`src/rtl/tpm_pkg.sv`:
```
package tpm_pkg;

    typedef enum logic [1:0] {
        SEL_DELAY = 2'd0,
        SEL_TOL   = 2'd1,
        SEL_CLEAR = 2'd2,
        SEL_NONE  = 2'd3
    } reg_sel_e;

    localparam int CLR_ERR_BIT = 0;
    localparam int CLR_IRQ_BIT = 1;

endpackage

```
`src/rtl/tpm_regs.sv`:
```
module tpm_regs
    import tpm_pkg::*;
#(
    parameter int ADDR_W    = 2,
    parameter int DATA_W    = 8,
    parameter int DELAY_W   = 8,
    parameter int CNT_W     = 4,
    parameter int RST_DELAY = 3
) (
    input  logic               clk_i,
    input  logic               rst_ni,
    input  logic               wr_en_i,
    input  logic [ADDR_W-1:0]  wr_addr_i,
    input  logic [DATA_W-1:0]  wr_data_i,
    output logic [DELAY_W-1:0] delay_o,
    output logic               tol_load_o,
    output logic [CNT_W-1:0]   tol_val_o,
    output logic               clr_err_o,
    output logic               clr_irq_o
);

    typedef struct packed {
        logic [DELAY_W-1:0] delay;
    } regs_t;

    regs_t    r_q, r_d;
    reg_sel_e sel;

    assign sel = reg_sel_e'(wr_addr_i);

    always_comb begin
        r_d        = r_q;
        tol_load_o = 1'b0;
        clr_err_o  = 1'b0;
        clr_irq_o  = 1'b0;
        if (wr_en_i) begin
            unique case (sel)
                SEL_DELAY: r_d.delay  = wr_data_i[DELAY_W-1:0];
                SEL_TOL:   tol_load_o = 1'b1;
                SEL_CLEAR: begin
                    clr_err_o = wr_data_i[CLR_ERR_BIT];
                    clr_irq_o = wr_data_i[CLR_IRQ_BIT];
                end
                default: ;
            endcase
        end
    end

    assign tol_val_o = wr_data_i[CNT_W-1:0];
    assign delay_o   = r_q.delay;

    always_ff @(posedge clk_i or negedge rst_ni) begin
        if (!rst_ni) r_q <= '{delay: DELAY_W'(RST_DELAY)};
        else         r_q <= r_d;
    end

    AST_DELAY_HOLDS: assert property (@(posedge clk_i) disable iff (!rst_ni)
        !(wr_en_i && wr_addr_i == SEL_DELAY) |=> delay_o == $past(delay_o));

endmodule

```
`src/rtl/tpm_window.sv`:
```
module tpm_window #(
    parameter int DELAY_W = 8
) (
    input  logic               clk_i,
    input  logic               rst_ni,
    input  logic               start_i,
    input  logic               ready_i,
    input  logic [DELAY_W-1:0] delay_i,
    output logic               ok_o,
    output logic               tmo_o,
    output logic               busy_o
);

    typedef struct packed {
        logic               busy;
        logic [DELAY_W-1:0] cnt;
    } win_t;

    win_t w_q, w_d;

    always_comb begin
        w_d   = w_q;
        ok_o  = w_q.busy && ready_i;
        tmo_o = w_q.busy && !ready_i && (w_q.cnt >= delay_i);
        if (!w_q.busy) begin
            if (start_i) begin
                w_d.busy = 1'b1;
                w_d.cnt  = '0;
            end
        end else if (ok_o || tmo_o) begin
            w_d.busy = 1'b0;
            w_d.cnt  = '0;
        end else begin
            w_d.cnt = w_q.cnt + 1'b1;
        end
    end

    assign busy_o = w_q.busy;

    always_ff @(posedge clk_i or negedge rst_ni) begin
        if (!rst_ni) w_q <= '0;
        else         w_q <= w_d;
    end

    AST_WIN_CLOSES: assert property (@(posedge clk_i) disable iff (!rst_ni)
        (ok_o || tmo_o) |=> !busy_o);

    AST_START_IGNORED: assert property (@(posedge clk_i) disable iff (!rst_ni)
        (busy_o && start_i && !ok_o && !tmo_o) |=> (busy_o && w_q.cnt != '0));

endmodule

```
`src/rtl/tpm_tolerance.sv`:
```
module tpm_tolerance #(
    parameter int CNT_W   = 4,
    parameter int RST_TOL = 3
) (
    input  logic             clk_i,
    input  logic             rst_ni,
    input  logic             err_i,
    input  logic             load_i,
    input  logic [CNT_W-1:0] load_val_i,
    output logic             evt_trig_o,
    output logic             event_o,
    output logic [CNT_W-1:0] cnt_o
);

    typedef struct packed {
        logic [CNT_W-1:0] cnt;
        logic             evt;
    } tol_t;

    tol_t t_q, t_d;

    always_comb begin
        t_d        = t_q;
        evt_trig_o = err_i && (t_q.cnt <= CNT_W'(1));
        t_d.evt    = evt_trig_o;
        if (load_i)                       t_d.cnt = load_val_i;
        else if (err_i && t_q.cnt != '0)  t_d.cnt = t_q.cnt - 1'b1;
    end

    assign cnt_o   = t_q.cnt;
    assign event_o = t_q.evt;

    always_ff @(posedge clk_i or negedge rst_ni) begin
        if (!rst_ni) t_q <= '{cnt: CNT_W'(RST_TOL), evt: 1'b0};
        else         t_q <= t_d;
    end

    AST_CNT_NO_WRAP: assert property (@(posedge clk_i) disable iff (!rst_ni)
        (!load_i && cnt_o == '0) |=> cnt_o == '0);

    AST_CNT_DEC: assert property (@(posedge clk_i) disable iff (!rst_ni)
        (err_i && !load_i && cnt_o != '0) |=> cnt_o == CNT_W'($past(cnt_o) - 1'b1));

    AST_EVT_PULSE: assert property (@(posedge clk_i) disable iff (!rst_ni)
        event_o |=> !event_o);

    AST_LOAD_WINS: assert property (@(posedge clk_i) disable iff (!rst_ni)
        load_i |=> cnt_o == $past(load_val_i));

endmodule

```
`src/rtl/tpm_flags.sv`:
```
module tpm_flags (
    input  logic clk_i,
    input  logic rst_ni,
    input  logic tmo_i,
    input  logic ok_i,
    input  logic clr_err_i,
    input  logic evt_trig_i,
    input  logic clr_irq_i,
    output logic err_o,
    output logic irq_o
);

    typedef struct packed {
        logic err;
        logic irq;
    } flg_t;

    flg_t f_q, f_d;

    always_comb begin
        f_d = f_q;
        if (ok_i || clr_err_i) f_d.err = 1'b0;
        if (tmo_i)             f_d.err = 1'b1;
        if (clr_irq_i)         f_d.irq = 1'b0;
        if (evt_trig_i)        f_d.irq = 1'b1;
    end

    assign err_o = f_q.err;
    assign irq_o = f_q.irq;

    always_ff @(posedge clk_i or negedge rst_ni) begin
        if (!rst_ni) f_q <= '0;
        else         f_q <= f_d;
    end

    AST_ERR_SET: assert property (@(posedge clk_i) disable iff (!rst_ni)
        tmo_i |=> err_o);

    AST_ERR_OK_CLR: assert property (@(posedge clk_i) disable iff (!rst_ni)
        (ok_i && !tmo_i) |=> !err_o);

    AST_IRQ_STICKY: assert property (@(posedge clk_i) disable iff (!rst_ni)
        (irq_o && !clr_irq_i) |=> irq_o);

endmodule

```
`src/rtl/tx_parity_monitor.sv`:
```
module tx_parity_monitor #(
    parameter int ADDR_W    = 2,
    parameter int DATA_W    = 8,
    parameter int CNT_W     = 4,
    parameter int RST_DELAY = 3,
    parameter int RST_TOL   = 3
) (
    input  logic              clk_i,
    input  logic              rst_ni,
    input  logic              frame_done_i,
    input  logic              ready_i,
    input  logic              wr_en_i,
    input  logic [ADDR_W-1:0] wr_addr_i,
    input  logic [DATA_W-1:0] wr_data_i,
    output logic              err_flag_o,
    output logic              irq_status_o,
    output logic              event_o,
    output logic [CNT_W-1:0]  tol_cnt_o
);

    localparam int DELAY_W = DATA_W;

    logic [DELAY_W-1:0] delay;
    logic               tol_load;
    logic [CNT_W-1:0]   tol_val;
    logic               clr_err, clr_irq;
    logic               ok, tmo, busy, evt_trig;

    tpm_regs #(
        .ADDR_W(ADDR_W), .DATA_W(DATA_W), .DELAY_W(DELAY_W),
        .CNT_W(CNT_W), .RST_DELAY(RST_DELAY)
    ) u_regs (
        .clk_i(clk_i), .rst_ni(rst_ni),
        .wr_en_i(wr_en_i), .wr_addr_i(wr_addr_i), .wr_data_i(wr_data_i),
        .delay_o(delay), .tol_load_o(tol_load), .tol_val_o(tol_val),
        .clr_err_o(clr_err), .clr_irq_o(clr_irq)
    );

    tpm_window #(.DELAY_W(DELAY_W)) u_win (
        .clk_i(clk_i), .rst_ni(rst_ni),
        .start_i(frame_done_i), .ready_i(ready_i), .delay_i(delay),
        .ok_o(ok), .tmo_o(tmo), .busy_o(busy)
    );

    tpm_tolerance #(.CNT_W(CNT_W), .RST_TOL(RST_TOL)) u_tol (
        .clk_i(clk_i), .rst_ni(rst_ni),
        .err_i(tmo), .load_i(tol_load), .load_val_i(tol_val),
        .evt_trig_o(evt_trig), .event_o(event_o), .cnt_o(tol_cnt_o)
    );

    tpm_flags u_flg (
        .clk_i(clk_i), .rst_ni(rst_ni),
        .tmo_i(tmo), .ok_i(ok), .clr_err_i(clr_err),
        .evt_trig_i(evt_trig), .clr_irq_i(clr_irq),
        .err_o(err_flag_o), .irq_o(irq_status_o)
    );

    AST_EVT_WITH_IRQ: assert property (@(posedge clk_i) disable iff (!rst_ni)
        event_o |-> irq_status_o);

    AST_EVT_NEEDS_ERR: assert property (@(posedge clk_i) disable iff (!rst_ni)
        event_o |-> err_flag_o || $past(clr_err));

    AST_IDLE_QUIET: assert property (@(posedge clk_i) disable iff (!rst_ni)
        !busy |=> !event_o);

endmodule

```
`config.mk`:
```
export PLATFORM = sky130hd
export DESIGN_NAME = tx_parity_monitor
export DESIGN_NICKNAME = d
export VERILOG_FILES = /design/src/rtl/tpm_pkg.sv /design/src/rtl/tpm_regs.sv /design/src/rtl/tpm_window.sv /design/src/rtl/tpm_tolerance.sv /design/src/rtl/tpm_flags.sv /design/src/rtl/tx_parity_monitor.sv
export SDC_FILE = /design/constraint.sdc
export NUM_CORES = 1
export LEC_CHECK = 0
export BUFFER_PORTS_ARGS = -buffer_cell sky130_fd_sc_hd__buf_2
export CAP_MARGIN = 20
export CORE_ASPECT_RATIO = 0.75
export CORE_MARGIN = 3
export CORE_UTILIZATION = 60
export DETAILED_ROUTE_END_ITERATION = 6
export PLACE_DENSITY = 0.84
export SLEW_MARGIN = 30
export SYNTH_ARGS = -nofsm -noshare
export SYNTH_HDL_FRONTEND = slang
export SYNTH_HIERARCHICAL = 1
export SYNTH_SLANG_ARGS = --single-unit
```
`constraint.sdc`:
```
create_clock -name clk_i -period 6.98 [get_ports clk_i]
set_input_delay 1.396 -clock clk_i [delete_from_list [all_inputs] [get_ports clk_i]]
set_output_delay 1.396 -clock clk_i [all_outputs]
set_load 0.05 [all_outputs]
```
# --- Yosys cells after proc, flatten, opt, wreduce, memory -nomap -nowiden ---
# Index checks and enable logic that the tools add are counted.
totals:
  register_bits: 24
  input_bits: 15
  output_inout_bits: 7
  word_cells: 44
classes:
  n_addsub: 2
  magnitude_cmp: 2
  n_eq_ne: 2
  n_mux: 16
  n_reduce_logical: 15
op_table:
  columns: ["operator", "count"]
  rows:
  - ["two-way mux 9 bit", 2]
  - ["two-way mux 1 bit", 11]
  - ["adder 8 x 1 -> 8 bit (second input constant)", 1]
  - ["greater-or-equal comparator 8 bit", 1]
  - ["two-way mux 4 bit", 2]
  - ["two-way mux 8 bit", 1]
  - ["nonzero test 2 bit", 4]
  - ["logical AND 1 bit", 5]
  - ["less-or-equal comparator 4 x 1 -> 1 bit (second input constant)", 1]
  - ["nonzero test 4 bit", 1]
  - ["subtractor 4 x 1 -> 4 bit (second input constant)", 1]
  - ["equality test 2 x 1 -> 1 bit (second input constant)", 1]
  - ["equality test 2 bit (second input constant)", 1]
  - ["logical NOT 2 bit", 1]
  - ["logical OR 1 bit", 2]
  - ["AND reduction 2 bit", 1]
  - ["logical NOT 1 bit", 1]

# --- Longest topological paths before layout ---
logic_depth:
  ltp_word: 6
  mapped_depth: 9
  ltp_nobuf: 9

# --- Cells and area by module ---
# The synthesis kept the hierarchy.
by_module_without_submodules:
  columns: ["mod", "instances", "cells_per_inst", "area_per_inst_um2", "seq_area_each_um2"]
  rows:
  - ["tpm_window", 1, 74, 685.7, 225.2]
  - ["tpm_regs", 1, 26, 370.4, 202.7]
  - ["tpm_tolerance", 1, 33, 316.6, 127.6]
  - ["tpm_flags", 1, 6, 72.6, 50.0]

# --- Worst setup path after synthesis ---
# No wires, ideal clock.
synth_path:
  path_kind: "input -> register"
  startpoint: "input port ready_i"
  endpoint: "register u_tol.t_q, in the netlist u_tol/cnt_o[3]"
  arrival_ns: 2.337
  slack_ns: 4.494
  cell_stages: 4
  path_cell_list: "nand2b_1 -> a31oi_1 -> nor4b_1 -> o311ai_0"
synth_between:
  elab_chain_len: 5
synth_rtl:
  columns: ["item", "line_no", "source"]
  rows:
  - ["start, declared", "tx_parity_monitor.sv:11", "input logic ready_i,"]
  - ["logical NOT 1 bit", "tpm_window.sv:24", "tmo_o = w_q.busy && !ready_i && (w_q.cnt >= delay_i);"]
  - ["logical AND 1 bit (2 in series)", "tpm_window.sv:24", null]
  - ["net tmo", "tx_parity_monitor.sv:27", "logic ok, tmo, busy, evt_trig;"]
  - ["logical AND 1 bit", "tpm_tolerance.sv:27", "else if (err_i && t_q.cnt != '0) t_d.cnt = t_q.cnt - 1'b1;"]
  - ["nonzero test 2 bit (no line)", null, null]
  - ["end signal, assigned", "tpm_tolerance.sv:34", "if (!rst_ni) t_q <= '{cnt: CNT_W'(RST_TOL), evt: 1'b0};"]
  - ["end signal, assigned", "tpm_tolerance.sv:35", "else t_q <= t_d;"]
  - ["end, declared", "tpm_tolerance.sv:20", "tol_t t_q, t_d;"]
# The timed path passes the listed nets, and every way through them passes these cells.
# A chain may end at the register's enable or synchronous reset.

# --- Final worst setup path ---
layout_path:
  startpoint: "register u_win/w_q[3] (netlist bit)"
  endpoint: "register u_tol.t_q, in the netlist u_tol/cnt_o[3]"
layout_between:
  elab_chain_len: 4
layout_rtl:
  columns: ["item", "line_no", "source"]
  rows:
  - ["start, declared", "tpm_window.sv:19", "win_t w_q, w_d;"]
  - ["start signal, assigned", "tpm_window.sv:42", "else w_q <= w_d;"]
  - ["greater-or-equal comparator 8 bit", "tpm_window.sv:24", null]
  - ["logical AND 1 bit", "tpm_window.sv:24", null]
  - ["net tmo", "tx_parity_monitor.sv:27", null]
  - ["logical AND 1 bit", "tpm_tolerance.sv:27", null]
  - ["nonzero test 2 bit (no line)", null, null]
# The timed path passes the listed nets, and every way through them passes these cells.

==> reports/qor.txt <==
Final nets = 186
Max Slew Vio Count = 0
Initial antenna violation count = 0
Clock sinks = 24
Least-Margin Pin Slew = 0.832 ns
Starting Density = 67.6%
Warnings from Yosys = 6
Status = finished clean
Max Cap Violations = 0
Routed Antenna Nets = 0
Grt met2 use = 32.4%
Final wirelength = 2.85 mm
Vias per inst = 5.78
Pwr/cell area = 224 nW/µm²
Synthesized cell area = 1450 µm²
Filler Cells Inserted = 172
Worst-path clk slew = 0.13 ns
Post-CTS Setup Bufs = 0
RSZ-0062 raised after global routing = false
Total die area = 3040 µm²
Router iterations before antenna repair = 4
Asr flop ratio synth = 100%
Post-Route Utilization = 74.0%
Max Clk Rate = 348 MHz
Area share of the largest cell type after synthesis = 34.6%
Cells after Synth = 139
Final setup fails = 0
Clock root buffer = clkbuf_4
Grt met3 use = 5.09%
Fin crit period = 2.87 ns
TritonCTS clock tree = done
Fin Setup TNS = 0 ns
GR peak layer = met2
Total GRT Usage = 21.0%
Storage cell area = 606 µm²
Largest net degree at the start of global routing = 25
Detail Placement HPWL = 2.23 mm
Arrival time of the worst setup path = 3.07 ns
Area taken by multi-input logic gates = 746 µm²
Global-route wire length before repair = 5.13 mm
Count of cell types in the netlist = 45
Overflow after GRT = 0
Setup CP Type = register to register
Slack of the critical path = 4.11 ns
Slew headroom = 44.2%
VDD IR max = 0.194 mV
Num CTS Buffers = 3
Fin area = 1580 µm²
Mapped Nets = 166
Layout cell share with drive strength beyond 1 = 31.6%
CP Capture Type = register
Post-CTS Hold Buffers = 0
Hold Path Depth = 1
Die H = 48.5 µm
Vias = 1099
Sequential share of the synthesized area = 41.9%
Max clock buf depth = 2
H-tree levels = 1
Placed Area = 1550 µm²
Area growth syn-to-layout = 9.44%
Die W = 62.7 µm
Largest cells by area after synthesis = dfrtp_1 (35%), ha_1 (10%), dfstp_2 (7.3%)
Avg Cell Area, Syn = 10.4 µm²
Row cnt = 14
Fin crit share = 41.2%
Cts repair resizes = 0
Static Leakage = 0.796 nW
Vias in the first global route = 1091
Dpl ws = 4.05 ns
M1 GR Usage = 29.9%
Clock Skews = 0.0141 ns
Yosys reg bits = 24
Critical Path Start Type = register
Register-to-Register Path Depth = 8
Initial DRC Count = 62
Ant. Diodes = 0
Port Buffer Count = 21
Final Hold Viols = 0
Drt drc = 0
HP Class = register to register
DR WL/cell = 15.0 µm
Yosys top cell by area = dfrtp_1
Core ar. = 2140 µm²
Worst EP required = 7.17 ns
CP max FO = 8
Synth Flop Type = dfrtp_1
Post-synth EDFFs = 0
I/O pins = 22
Worst skew pair latency = 0.32 ns
Gpl congestion = 0.792
[synthesized netlist by cell type (all sizes together) (2+ instances only)]
| cell type | count |
|---|---|
| ha | 12 |
| mux2 | 8 |
| o21ai | 4 |
| a21o | 3 |
| nand2b | 4 |
| or3 | 2 |
| and3 | 5 |
| inv | 13 |
| dfstp | 4 |
| nor3 | 4 |
| a21oi | 7 |
| o22ai | 2 |
| a211o | 4 |
| nor4b | 2 |
| nor3b | 2 |
| nor2 | 6 |
| nor2b | 2 |
| dfrtp | 20 |
| nand3 | 4 |
| nand2 | 10 |
| buf | 5 |
[final cells by class]
| class | count | area share (%) |
|---|---|---|
| Timing Repair Buffer | 21 | 6.65 |
| Tap cell | 32 | 2.53 |
| Inverter | 13 | 3.09 |
| Multi-Input combinational cell | 96 | 47.2 |
| Clock buffer | 4 | 2.29 |
| Sequential cell | 24 | 38.3 |
[critical path, stage by stage (launching register included)]
cell and delay (ns):
dfrtp_1 0.46, ha_1 0.30, o21a_1 0.12, a21oi_1 0.08
or3_2 0.53, a31oi_1 0.56, nor4b_1 0.45, nand2_1 0.11
o311ai_0 0.13
[state kept, by name, indices dropped and copies added, names as in the netlist]
register	flops
u_win/w_q	8
u_regs/delay_o	8
u_flg/err_o	1
u_flg/irq_o	1
u_tol/cnt_o	4
u_win/busy_o	1
u_tol/event_o	1
[path summary, 6_finish.rpt]
kind / start / end / slack, ns
max: u_win/w_q[3]$_DFFE_PN0P_ / u_tol/cnt_o[3]$_DFFE_PN0P_ / 4.11
max in group asynchronous: rst_ni / u_regs/delay_o[2]$_DFFE_PN0P_ / 5.59
max reg2reg: u_win/w_q[3]$_DFFE_PN0P_ / u_tol/cnt_o[3]$_DFFE_PN0P_ / 4.11
min in group asynchronous: rst_ni / u_flg/irq_o$_DFFE_PN0P_ / 1.02
min reg2reg: u_flg/irq_o$_DFFE_PN0P_ / u_flg/irq_o$_DFFE_PN0P_ / 0.49
min: u_flg/irq_o$_DFFE_PN0P_ / u_flg/irq_o$_DFFE_PN0P_ / 0.49
[placed cells by master (no fill, tap or decap), types with 2 or more instances in the layout]
master / netlist / routed
a21o_1: 3 / 3
and3_1: 2 / 2
inv_1: 13 / 13
nor3_1: 3 / 3
nor4b_1: 2 / 2
mux2_2: 8 / 8
nor2_1: 6 / 6
a21oi_1: 6 / 6
nand3_1: 4 / 4
clkbuf_4: 0 / 3
dfrtp_1: 20 / 20
nand2_1: 10 / 10
nor2b_1: 2 / 2
and3_2: 2 / 2
o22ai_1: 2 / 2
buf_2: 0 / 21
o21ai_0: 3 / 3
ha_1: 12 / 12
nand2b_1: 4 / 4
a211o_1: 4 / 4
dfstp_2: 4 / 4
[cell families after synthesis]
logic type,Yosys count,synth area share [%]
and+or+nand+nor,47,20.5
muxes,8,6.23
adders and majority gates,12,10.4
buffers and inverters,19,6.49
DFF,24,41.9
AOI/OAI and AO/OA,28,13.9
xor gates and xnor gates,1,0.606
[stage by stage]
| stage | hold WS (ns) | total power [mW] | cells |
|---|---|---|---|
| detailed placement | 0.465 | 0.282 | 186 |
| floorplan | 0.481 | 0.254 | 139 |
| global placement | 0.458 | 0.275 | 186 |
| finish | 0.489 | 0.354 | 190 |
| CTS | 0.496 | 0.356 | 190 |
| global route | 0.520 | 0.377 | 190 |
[power breakdown]
part,switching (mW),internal [mW]
Clock,0.0417,0.0319
Sequential,0.0167,0.160
Combinational,0.0633,0.0396
Total,0.122,0.232
[layer usage]
layer	routed length (µm)	share of wire, %	vias to the layer above
li1	-	-	528
met1	1300	46	524
met2	1280	45	40
met3	230	8.1	7
met4	40	1.4	0
met5	0	0	-
No activity file was read; power rests on OpenSTA's default activity.
